File: src/rtl/dlseq_pkg.sv
`timescale 1ns/1ps
package dlseq_pkg;

  typedef enum logic [1:0] {
    MODE_DIRECT  = 2'b00,
    MODE_ONCE    = 2'b01,
    MODE_ENDLESS = 2'b10,
    MODE_SPARE   = 2'b11
  } runMode_e;

  localparam logic [2:0] ADDR_SRC   = 3'd0;
  localparam logic [2:0] ADDR_DST   = 3'd1;
  localparam logic [2:0] ADDR_CNT   = 3'd2;
  localparam logic [2:0] ADDR_LBASE = 3'd3;
  localparam logic [2:0] ADDR_LCTRL = 3'd4;
  localparam logic [2:0] ADDR_STAGE = 3'd5;
  localparam logic [2:0] ADDR_CHCTL = 3'd6;

  localparam int WORDS_PER_ENTRY = 3;
  localparam int PTR_RESET_BIT   = 15;

  // strobes from the sequencer to the register datapath
  typedef struct packed {
    logic [WORDS_PER_ENTRY-1:0] loadVec;
    logic                       idxStep;
    logic                       idxWrap;
    logic                       setXferEnd;
    logic                       setStageEnd;
    logic [1:0]                 wordSel;
  } seqStrobe_t;

endpackage

File: src/rtl/dlseq_regs.sv
`timescale 1ns/1ps
module dlseq_regs
  import dlseq_pkg::*;
#(
  parameter int IDX_W = 8,
  parameter int CNT_W = 24
) (
  input  logic              clk,
  input  logic              rstN,
  input  logic              regWrEn,
  input  logic [2:0]        regAddr,
  input  logic [31:0]       regWrData,
  output logic [31:0]       regRdData,
  input  seqStrobe_t        strobe,
  input  logic [31:0]       memRdata,
  output logic [31:0]       memAddr,
  output logic [31:0]       mvSrc,
  output logic [31:0]       mvDst,
  output logic [CNT_W-1:0]  mvCount,
  output logic              chanEn,
  output logic              xferEndFlag,
  output logic              stageEndFlag,
  output logic              listMode,
  output logic              listEndless,
  output logic              atLast,
  output logic              atStage,
  output logic              irq
);

  localparam logic [31:0] CNT_MASK = 32'((64'd1 << CNT_W) - 64'd1);

  logic [2:0][31:0]  wordVal;
  logic [27:0]       baseHi;
  logic              baseSel;
  logic [IDX_W-1:0]  lastIdx;
  logic [IDX_W-1:0]  curIdx;
  logic [IDX_W-1:0]  stageIdx;
  logic              irqEn;
  logic              stageIrqEn;
  logic [2:0]        reloadEn;
  logic              listEn;
  runMode_e          modeSel;

  logic wrCtl, wrLctl, wrBase, wrStage;
  assign wrCtl   = regWrEn && (regAddr == ADDR_CHCTL);
  assign wrLctl  = regWrEn && (regAddr == ADDR_LCTRL);
  assign wrBase  = regWrEn && (regAddr == ADDR_LBASE);
  assign wrStage = regWrEn && (regAddr == ADDR_STAGE);

  // working words: written by software or reloaded from a fetched entry
  for (genvar w = 0; w < WORDS_PER_ENTRY; w++) begin : g_word
    localparam logic [31:0] KEEP = (w == 2) ? CNT_MASK : 32'hFFFF_FFFF;
    logic [31:0] held;
    always_ff @(posedge clk or negedge rstN) begin
      if (!rstN) begin
        held <= '0;
      end else if (strobe.loadVec[w] && reloadEn[w]) begin
        held <= memRdata & KEEP;
      end else if (regWrEn && (regAddr == 3'(w))) begin
        held <= regWrData & KEEP;
      end
    end
    assign wordVal[w] = held;
  end

  always_ff @(posedge clk or negedge rstN) begin
    if (!rstN) begin
      baseHi   <= '0;
      baseSel  <= 1'b0;
      lastIdx  <= '0;
      stageIdx <= '0;
    end else begin
      if (wrBase) begin
        baseHi  <= regWrData[31:4];
        baseSel <= regWrData[0];
      end
      if (wrLctl)  lastIdx  <= regWrData[24 +: IDX_W];
      if (wrStage) stageIdx <= regWrData[IDX_W-1:0];
    end
  end

  // current entry index, owned by the sequencer while running
  always_ff @(posedge clk or negedge rstN) begin
    if (!rstN) begin
      curIdx <= '0;
    end else if (strobe.idxWrap) begin
      curIdx <= '0;
    end else if (strobe.idxStep) begin
      curIdx <= curIdx + 1'b1;
    end else if (wrLctl && regWrData[PTR_RESET_BIT] && !chanEn) begin
      curIdx <= '0;
    end
  end

  // channel control: flags only clear by software, set by hardware
  always_ff @(posedge clk or negedge rstN) begin
    if (!rstN) begin
      chanEn       <= 1'b0;
      xferEndFlag  <= 1'b0;
      irqEn        <= 1'b0;
      stageEndFlag <= 1'b0;
      stageIrqEn   <= 1'b0;
      reloadEn     <= '0;
      listEn       <= 1'b0;
      modeSel      <= MODE_DIRECT;
    end else begin
      if (wrCtl) begin
        chanEn       <= regWrData[0];
        xferEndFlag  <= xferEndFlag & regWrData[1];
        irqEn        <= regWrData[2];
        stageEndFlag <= stageEndFlag & regWrData[3];
        stageIrqEn   <= regWrData[4];
        reloadEn     <= regWrData[7:5];
        listEn       <= regWrData[8];
        modeSel      <= runMode_e'(regWrData[10:9]);
      end
      if (strobe.setStageEnd) stageEndFlag <= 1'b1;
      if (strobe.setXferEnd) begin
        xferEndFlag <= 1'b1;
        chanEn      <= 1'b0;
      end
    end
  end

  assign listMode    = listEn && baseSel &&
                       ((modeSel == MODE_ONCE) || (modeSel == MODE_ENDLESS));
  assign listEndless = listMode && (modeSel == MODE_ENDLESS);
  assign atLast      = (curIdx == lastIdx);
  assign atStage     = (curIdx == stageIdx);

  assign memAddr = {baseHi, 4'b0000} + (32'(curIdx) << 4) + (32'(strobe.wordSel) << 2);
  assign mvSrc   = wordVal[0];
  assign mvDst   = wordVal[1];
  assign mvCount = wordVal[2][CNT_W-1:0];
  assign irq     = (xferEndFlag && irqEn) || (stageEndFlag && stageIrqEn);

  always_comb begin
    regRdData = '0;
    case (regAddr)
      ADDR_SRC:   regRdData = wordVal[0];
      ADDR_DST:   regRdData = wordVal[1];
      ADDR_CNT:   regRdData = wordVal[2];
      ADDR_LBASE: regRdData = {baseHi, 3'b000, baseSel};
      ADDR_LCTRL: regRdData = {8'(lastIdx), 8'(curIdx), 16'h0000};
      ADDR_STAGE: regRdData = 32'(stageIdx);
      ADDR_CHCTL: regRdData = {21'd0, modeSel, listEn, reloadEn, stageIrqEn,
                               stageEndFlag, irqEn, xferEndFlag, chanEn};
      default:    regRdData = '0;
    endcase
  end

endmodule

File: src/rtl/dlseq_ctrl.sv
`timescale 1ns/1ps
module dlseq_ctrl
  import dlseq_pkg::*;
(
  input  logic       clk,
  input  logic       rstN,
  input  logic       chanEn,
  input  logic       xferEndFlag,
  input  logic       listMode,
  input  logic       listEndless,
  input  logic       atLast,
  input  logic       atStage,
  input  logic       memRvalid,
  input  logic       mvDone,
  output seqStrobe_t strobe,
  output logic       memReq,
  output logic       mvStart
);

  typedef enum logic [1:0] {ST_IDLE, ST_FETCH, ST_KICK, ST_WAIT} seqState_e;

  seqState_e state;
  logic [1:0] wordSel;
  logic       opDone;
  logic       runOver;

  assign opDone  = (state == ST_WAIT) && mvDone && chanEn;
  assign runOver = !listMode || (atLast && !listEndless);

  always_comb begin
    strobe = '0;
    strobe.wordSel = wordSel;
    for (int w = 0; w < WORDS_PER_ENTRY; w++) begin
      strobe.loadVec[w] = (state == ST_FETCH) && chanEn && memRvalid && (wordSel == 2'(w));
    end
    strobe.setXferEnd  = opDone && runOver;
    strobe.setStageEnd = opDone && listMode && atStage;
    strobe.idxStep     = opDone && listMode && !atLast;
    strobe.idxWrap     = opDone && listEndless && atLast;
  end

  assign memReq  = (state == ST_FETCH) && chanEn;
  assign mvStart = (state == ST_KICK) && chanEn;

  always_ff @(posedge clk or negedge rstN) begin
    if (!rstN) begin
      state   <= ST_IDLE;
      wordSel <= '0;
    end else if (!chanEn) begin
      state   <= ST_IDLE;
      wordSel <= '0;
    end else begin
      case (state)
        ST_IDLE: begin
          wordSel <= '0;
          if (!xferEndFlag) state <= listMode ? ST_FETCH : ST_KICK;
        end
        ST_FETCH: begin
          if (memRvalid) begin
            if (wordSel == 2'(WORDS_PER_ENTRY - 1)) state <= ST_KICK;
            else wordSel <= wordSel + 1'b1;
          end
        end
        ST_KICK: state <= ST_WAIT;
        ST_WAIT: begin
          if (mvDone) begin
            wordSel <= '0;
            state   <= runOver ? ST_IDLE : ST_FETCH;
          end
        end
        default: state <= ST_IDLE;
      endcase
    end
  end

endmodule

File: src/rtl/dlist_dma_seq.sv
`timescale 1ns/1ps
module dlist_dma_seq
  import dlseq_pkg::*;
#(
  parameter int IDX_W = 8,
  parameter int CNT_W = 24
) (
  input  logic             clk,
  input  logic             rstN,
  input  logic             regWrEn,
  input  logic [2:0]       regAddr,
  input  logic [31:0]      regWrData,
  output logic [31:0]      regRdData,
  output logic             memReq,
  output logic [31:0]      memAddr,
  input  logic [31:0]      memRdata,
  input  logic             memRvalid,
  output logic             mvStart,
  output logic [31:0]      mvSrc,
  output logic [31:0]      mvDst,
  output logic [CNT_W-1:0] mvCount,
  input  logic             mvDone,
  output logic             irq
);

  seqStrobe_t strobe;
  logic chanEn, xferEndFlag, stageEndFlag;
  logic listMode, listEndless, atLast, atStage;

  dlseq_regs #(.IDX_W(IDX_W), .CNT_W(CNT_W)) u_regs (
    .clk(clk), .rstN(rstN),
    .regWrEn(regWrEn), .regAddr(regAddr), .regWrData(regWrData), .regRdData(regRdData),
    .strobe(strobe), .memRdata(memRdata), .memAddr(memAddr),
    .mvSrc(mvSrc), .mvDst(mvDst), .mvCount(mvCount),
    .chanEn(chanEn), .xferEndFlag(xferEndFlag), .stageEndFlag(stageEndFlag),
    .listMode(listMode), .listEndless(listEndless),
    .atLast(atLast), .atStage(atStage), .irq(irq)
  );

  dlseq_ctrl u_ctrl (
    .clk(clk), .rstN(rstN),
    .chanEn(chanEn), .xferEndFlag(xferEndFlag),
    .listMode(listMode), .listEndless(listEndless),
    .atLast(atLast), .atStage(atStage),
    .memRvalid(memRvalid), .mvDone(mvDone),
    .strobe(strobe), .memReq(memReq), .mvStart(mvStart)
  );

endmodule

File: config.mk
export PLATFORM = sky130hd
export DESIGN_NAME = dlist_dma_seq
export DESIGN_NICKNAME = d
export VERILOG_FILES = /design/src/rtl/dlseq_pkg.sv /design/src/rtl/dlseq_regs.sv /design/src/rtl/dlseq_ctrl.sv /design/src/rtl/dlist_dma_seq.sv
export SDC_FILE = /design/constraint.sdc
export NUM_CORES = 1
export LEC_CHECK = 0
export BUFFER_PORTS_ARGS = -buffer_cell sky130_fd_sc_hd__clkbuf_2
export CELL_PAD_IN_SITES_DETAIL_PLACEMENT = 1
export CELL_PAD_IN_SITES_GLOBAL_PLACEMENT = 1
export CORE_UTILIZATION = 45
export DETAILED_ROUTE_END_ITERATION = 8
export PLACE_DENSITY = 0.9
export RECOVER_POWER = 50
export SYNTH_ARGS = -nofsm -noshare
export SYNTH_HDL_FRONTEND = slang
export SYNTH_SLANG_ARGS = --single-unit
File: constraint.sdc
create_clock -name clk -period 4.1 [get_ports clk]
set_input_delay 0.205 -clock clk [delete_from_list [all_inputs] [get_ports clk]]
set_output_delay 0.205 -clock clk [all_outputs]
set_load 0.1 [all_outputs]
==> qor.txt, run 1 <==
DR vias: 8341
I/O Buffers: 224
Max Root-Sink Buffers: 2
CP startpoint: u_regs.curIdx[0]
Clk_lat worst skew: 0.43 ns
Commonest cells after routing, fill and taps aside: dfrtp_1 (156), clkbuf_2 (135), mux2i_1 (112), clkbuf_1 (100), nand2_1 (96)
CTS Sinks: 156
WL final: 32600 um
GRT Max-Usage Layer: met2
Biggest area consumer among synthesized cells: dfrtp_1
NetSw: 5.04 mW
CTS clk-pin slew, worst paths: 0.06 ns
Gate Count Post-Synth: 910
Post-Syn Area per Cell: 10.1 um^2
Hold Slack: 0.00383 ns
Synth top area share: 0.425
Post-synth EDFFs: 0
Critical-path top delay cell: o22a_1
GR Layer Usage met1: 0.402
Max-cap violations: 2
Max Clock Freq: 264 MHz
Setup crit end: memAddr[30]
Most common cell after layout, fill and taps aside: dfrtp_1
CTS buffer count: 17
Core Rows: 51
Failing checks: max-capacitance violations, max-slew violations
CTS tree: built
Met3 Track Usage GR: 0.0503
Normalized max-slew margin: -0.620
Seq cells post-synth: 156
Fraction of layout cells with a size suffix above 1: 0.221
Slew @ Worst Pin: 2.43 ns
Internal Power: 3.71 mW
Full die area: 21000 um^2
Per-cell routed wire length: 23.5 um
CP Launch Type: register
Worst setup EP type: output port
Clock root buffer: clkbuf_16
Gpl congestion: 0.878
Dpl hpwl: 22600 um
Placed cell area: 10400 um^2
R2r setup slk: 1.57 ns
Synth warn: 0
Design Area, Final: 10900 um^2
Min-Delay Path Class: in -> reg
Seq/Total Area, Yosys: 0.425
Unrepaired setup endpoints after global routing: no
Leakage: 4.88 nW
Max stage delay on crit path: 0.57 ns
Core ar.: 19700 um^2
Die H: 145 um
Synthesis-to-layout area growth: 19.1%
Die width: 145 um
Sw frac: 0.576
Fraction of power consumed by sequential logic: 0.281
Largest net degree at the start of global routing: 92
Nets: 1200
Vias in the first global route: 8894
DRC: 0
Period Utilization, post-route: 0.924
Grt total ovfl: 0
Clk_skew: 0.00823 ns
Ys flop type: dfrtp_1
Reg2Reg Depth: 6
Crit-path max FO: 10
WP data arrival: 3.58 ns
Final core occ: 0.555
Final Power: 8.75 mW
Number of library cell types mapped by synthesis: 59
Async S/R FF share, synth: 1.00
Pwr dens: 800 nW/um^2
Hold Path Origin: memRdata[2]
Routed Antenna Nets: 0
Iter 0 DRT Violations: 439
R2R Path End: u_regs.mvDst[6]
Minimum clock period: 3.79 ns
Status: finished, violations left
Vias per cell: 6.01
Launch point of the worst reg-to-reg path: u_ctrl.state[1]
Mapped Area: 9190 um^2
Initial Util: 0.466
Critical Path RT: 3.89 ns
Htree depth: 4
Met2 Use GR: 0.543
DRT Pass-1 Iters: 5
Setup Crit Path Kind: reg -> out
Setup TNS: 0 ns
Initial antenna violation count: 0
Fillers: 2299
I/O pin total: 227
VDD IR max: 0.000461 V
Count of pins over their slew limit: 126
Synth top area cells: dfrtp_1 (42%), mux2i_1 (12%), mux2_2 (7.1%)
Crit path cell chain: ha_1 > inv_1 > fa_1 > nor2b_1 > o31a_1 > o22a_1 > nand4_1 > xnor2_1 > clkbuf_2
Clock Power Share: 0.188
Final Hold Vio Count: 0
Final setup violation count: 0
N_diodes: 0
Gate power share: 0.531
First-pass GRT wire length: 50400 um
GRT Total Usage: 0.325
## synth_stat cells, types with 5 or more instances
master	n
o21ai_0	71
a21oi_1	60
xnor2_1	20
mux2i_1	112
dfrtp_1	156
xor2_1	19
buf_2	21
clkbuf_1	24
nor2b_1	6
and3_1	11
and2_1	13
a221oi_1	5
buf_4	7
a22o_1	5
o21ai_1	11
inv_1	15
nor2_1	63
nand3_1	15
mux2_2	58
nand4_1	12
nand2_1	96
a22oi_1	11
o221ai_1	12
mux4_2	8
nand2b_1	5
ha_1	17
buf_6	6
## critical path: cells and delay by family, from the launching register on
family,cells,cell delay (ns)
AO/OA/AOI/OAI,2,0.77
adder cells (fa/ha/maj),2,0.65
flip-flops,1,0.55
buffers and inverters,2,0.55
AND/OR/NAND/NOR,2,0.41
XOR/XNOR,1,0.20
## flip-flops by register name (all words and copies together), names as in the netlist, 2 cells and up
name                flops
u_regs.g_word.held     24
u_regs.reloadEn         3
u_regs.lastIdx          8
u_regs.stageIdx         8
u_regs.mvSrc           32
u_regs.modeSel          2
u_regs.curIdx           8
u_ctrl.state            2
u_regs.mvDst           32
u_regs.baseHi          28
u_ctrl.wordSel          2
## power by group through the flow
| stage | sequential [mW] | combinational (mW) | clock, mW |
|---|---|---|---|
| floorplan | 4.34 | 1.88 | 0 |
| global placement | 2.44 | 4.61 | 0 |
| detailed placement | 2.46 | 4.70 | 0 |
| CTS | 2.44 | 4.73 | 1.67 |
| global route | 2.50 | 4.82 | 1.72 |
| finish | 2.46 | 4.65 | 1.65 |
## cells by family after synthesis
family          count (synthesis)  share of synthesized area
buf+inv                        76                     0.0418
compound gates                201                      0.131
other cells                     1                   0.000408
simple gates                  241                      0.126
flops                         156                      0.425
mux                           178                      0.213
xor+xnor                       39                     0.0372
fa+ha+maj                      18                     0.0253
## worst min path at each step
stage                                            to  cells past startpoint
after floorplan                     u_ctrl.state[0]                      0
after global placement             u_regs.mvSrc[11]                      1
after detailed placement  u_regs.g_word[2].held[11]                      1
after CTS                 u_regs.g_word[2].held[20]                      3
after global routing               u_regs.mvDst[19]                      3
final                               u_regs.mvDst[2]                      3
## layout make-up
type	count	area, um^2	share of cell area
multi-input cells	679	4910	0.448
flip-flops and latches	156	3900	0.357
repair buffers	241	1150	0.105
clock buffers	25	455	0.0416
well taps	265	332	0.0303
clock inverters	7	139	0.0127
inverters	15	56.3	0.00515
## routing by layer
| layer | wire [um] | share of wire | vias to the layer above |
|---|---|---|---|
| met5 | 0 | 0 | - |
| met4 | 1500 | 0.046 | 0 |
| met3 | 1480 | 0.045 | 111 |
| met2 | 16200 | 0.50 | 330 |
| met1 | 13400 | 0.41 | 4249 |
| li1 | - | - | 3651 |
## per-stage QoR
| stage | cells | setup slack (ns) |
|---|---|---|
| after floorplan | 911 | 0.516 |
| after detailed placement | 1351 | 0.875 |
| after global routing | 1388 | 0.172 |
| after CTS | 1388 | 0.371 |
| after global placement | 1351 | 1.03 |
| final | 1388 | 0.313 |
## timing repair
item,CTS,global route
hold buffers,5,0
resized for setup,0,0
hold endpoints to repair,93,0
setup buffers,0,0
(Power assumes the default switching activity.)
==> run 2, diff against run 1 <==
Settings changed: ABC_AREA set to 1, CORE_UTILIZATION 45 to 42, PLACE_DENSITY 0.9 to 0.89.
==> qor.txt, run 2 <==
GRT Total Usage: 0.350
CTS tree: built
Ys flop type: dfrtp_1
Crit-path max FO: 7
Minimum clock period: 3.33 ns
Leakage: 5.39 nW
Max Clock Freq: 300 MHz
Max stage delay on crit path: 0.47 ns
Async S/R FF share, synth: 1.00
Worst setup EP type: output port
Die H: 150 um
DRT Pass-1 Iters: 5
Pwr dens: 695 nW/um^2
Per-cell routed wire length: 23.1 um
Largest net degree at the start of global routing: 102
Period Utilization, post-route: 0.813
Seq/Total Area, Yosys: 0.425
Design Area, Final: 10800 um^2
Core ar.: 21200 um^2
Most used cell, CP: nand2_1
Status: finished, violations left
Crit path cell chain: ha_1 > inv_1 > fa_1 > o21ai_1 > nand2_1 > a21oi_1 > nand2_1 > xor2_1 > clkbuf_2
Iter 0 DRT Violations: 853
Cts hold-fix bufs: 1
Post-synth EDFFs: 0
I/O Buffers: 224
WP data arrival: 3.13 ns
DR vias: 9771
Biggest area consumer among synthesized cells: dfrtp_1
Fraction of layout cells with a size suffix above 1: 0.148
Mapped Area: 9190 um^2
Setup TNS: 0 ns
Htree depth: 4
Gpl congestion: 0.908
Unrepaired setup endpoints after global routing: no
Final setup violation count: 0
Count leader, synth: nand2_1
Min-Delay Path Class: in -> reg
Synth cell count leaders: nand2_1 (225), inv_1 (184), dfrtp_1 (156)
Initial antenna violation count: 1
CTS Sinks: 156
Gate Count Post-Synth: 1158
Synthesis-to-layout area growth: 17.9%
Critical-path top delay cell: dfrtp_1
First-pass GRT wire length: 59200 um
CTS buffer count: 17
Vias in the first global route: 10.3k
Most common cell after layout, fill and taps aside: nand2_1
I/O pin total: 227
CTS clk-pin slew, worst paths: 0.06 ns
Fillers: 2682
Number of library cell types mapped by synthesis: 44
Slew @ Worst Pin: 2.71 ns
Clk_skew: 0.00952 ns
Commonest cells after routing, fill and taps aside: nand2_1 (230), inv_1 (186), dfrtp_1 (156), clkbuf_2 (133), clkbuf_1 (93)
Max Root-Sink Buffers: 2
Clock root buffer: clkbuf_16
Synth top area share: 0.425
WL final: 37800 um
Worst Path Buf+Inv: 2
Critical Path RT: 3.89 ns
Post-Syn Area per Cell: 7.94 um^2
Synth top area cells: dfrtp_1 (42%), nand2_1 (9.2%), inv_1 (7.5%)
Nets: 1439
Dpl hpwl: 26600 um
Setup Crit Path Kind: reg -> out
Setup Buffers After CTS: 0
VDD IR max: 0.000474 V
Final Hold Vio Count: 0
Initial Util: 0.433
CP Launch Type: register
Full die area: 22500 um^2
Normalized max-slew margin: -0.807
Seq cells post-synth: 156
R2r setup slk: 1.73 ns
Placed cell area: 10400 um^2
Grt total ovfl: 0
Vias per cell: 5.97
Core Rows: 53
Die width: 150 um
Largest delay share family, worst path: adder cells
Failing checks: max-capacitance violations, max-slew violations
DRC: 0
Synth warn: 0
Count of pins over their slew limit: 102
Clk_lat worst skew: 0.43 ns
Routed Antenna Nets: 0
Max-cap violations: 1
PostCTS Resize Cnt: 0
-- run 2: metal layers --
| layer | GRT usage | vias to the layer above | part of all wire |
|---|---|---|---|
| li1 | - | 4280 | - |
| met1 | 0.448 | 4924 | 0.41 |
| met2 | 0.582 | 478 | 0.48 |
| met3 | 0.0518 | 89 | 0.066 |
| met4 | 0.166 | 0 | 0.037 |
| met5 | 0 | - | 0 |
-- run 2: worst min-delay path: stages --
cell      delay (ns)
clkbuf_2        0.10
o21ai_1         0.07
nand2_1         0.06
-- run 2: logic make-up (layout without fill, tap and decap cells) --
kind of cell / Yosys count / in the layout / share of synthesized area
other: 1 / 3 / 0.000408
adders and majority gates: 18 / 18 / 0.0253
and+or+nand+nor: 409 / 409 / 0.200
buffers and inverters: 260 / 462 / 0.123
DFF: 156 / 156 / 0.425
AOI/OAI and AO/OA: 283 / 283 / 0.197
xor gates and xnor gates: 31 / 31 / 0.0295
-- run 2: area by class of cell --
class                   instances  area (um^2)  area share
clock inverters                10          161      0.0149
well taps                     275          344      0.0318
multi-input cells             743         4130       0.381
diodes                          1         2.50    0.000231
inverters                     198          751      0.0693
clock buffers                  21          470      0.0434
flip-flops and latches        156         3900       0.360
repair buffers                233         1070      0.0991
-- run 2: where the power goes --
group / switching, mW / internal (mW) / total, mW
logic: 3.10 / 0.485 / 3.58
registers: 0.348 / 1.86 / 2.21
clock network: 0.670 / 1.07 / 1.74
total: 4.11 / 3.41 / 7.53
-- run 2: worst paths after layout --
check / startpoint / cells past startpoint / endpoint
max in group asynchronous: rstN / 3 / u_regs.mvSrc[5]
setup / recovery: u_regs.curIdx[0] / 9 / memAddr[24]
setup reg to reg: u_ctrl.state[1] / 10 / u_regs.g_word[2].held[9]
hold / removal: memRdata[7] / 3 / u_regs.g_word[2].held[7]
min in group asynchronous: rstN / 2 / u_regs.baseHi[22]
hold reg to reg: u_regs.listEn / 2 / u_regs.listEn
-- run 2: per-stage QoR --
step | setup slack (ns) | power, mW | std cells | hold slack (ns) | util
after floorplan | 0.752 | 5.09 | 1159 | -0.0906 | -
after global placement | 1.35 | 5.76 | 1604 | 0.400 | 0.488
after detailed placement | 1.24 | 5.84 | 1604 | 0.404 | 0.488
after CTS | 0.791 | 7.58 | 1636 | 0.0206 | 0.518
after global routing | 0.553 | 7.77 | 1637 | 0.0353 | 0.511
final | 0.766 | 7.53 | 1637 | 0.0335 | 0.511
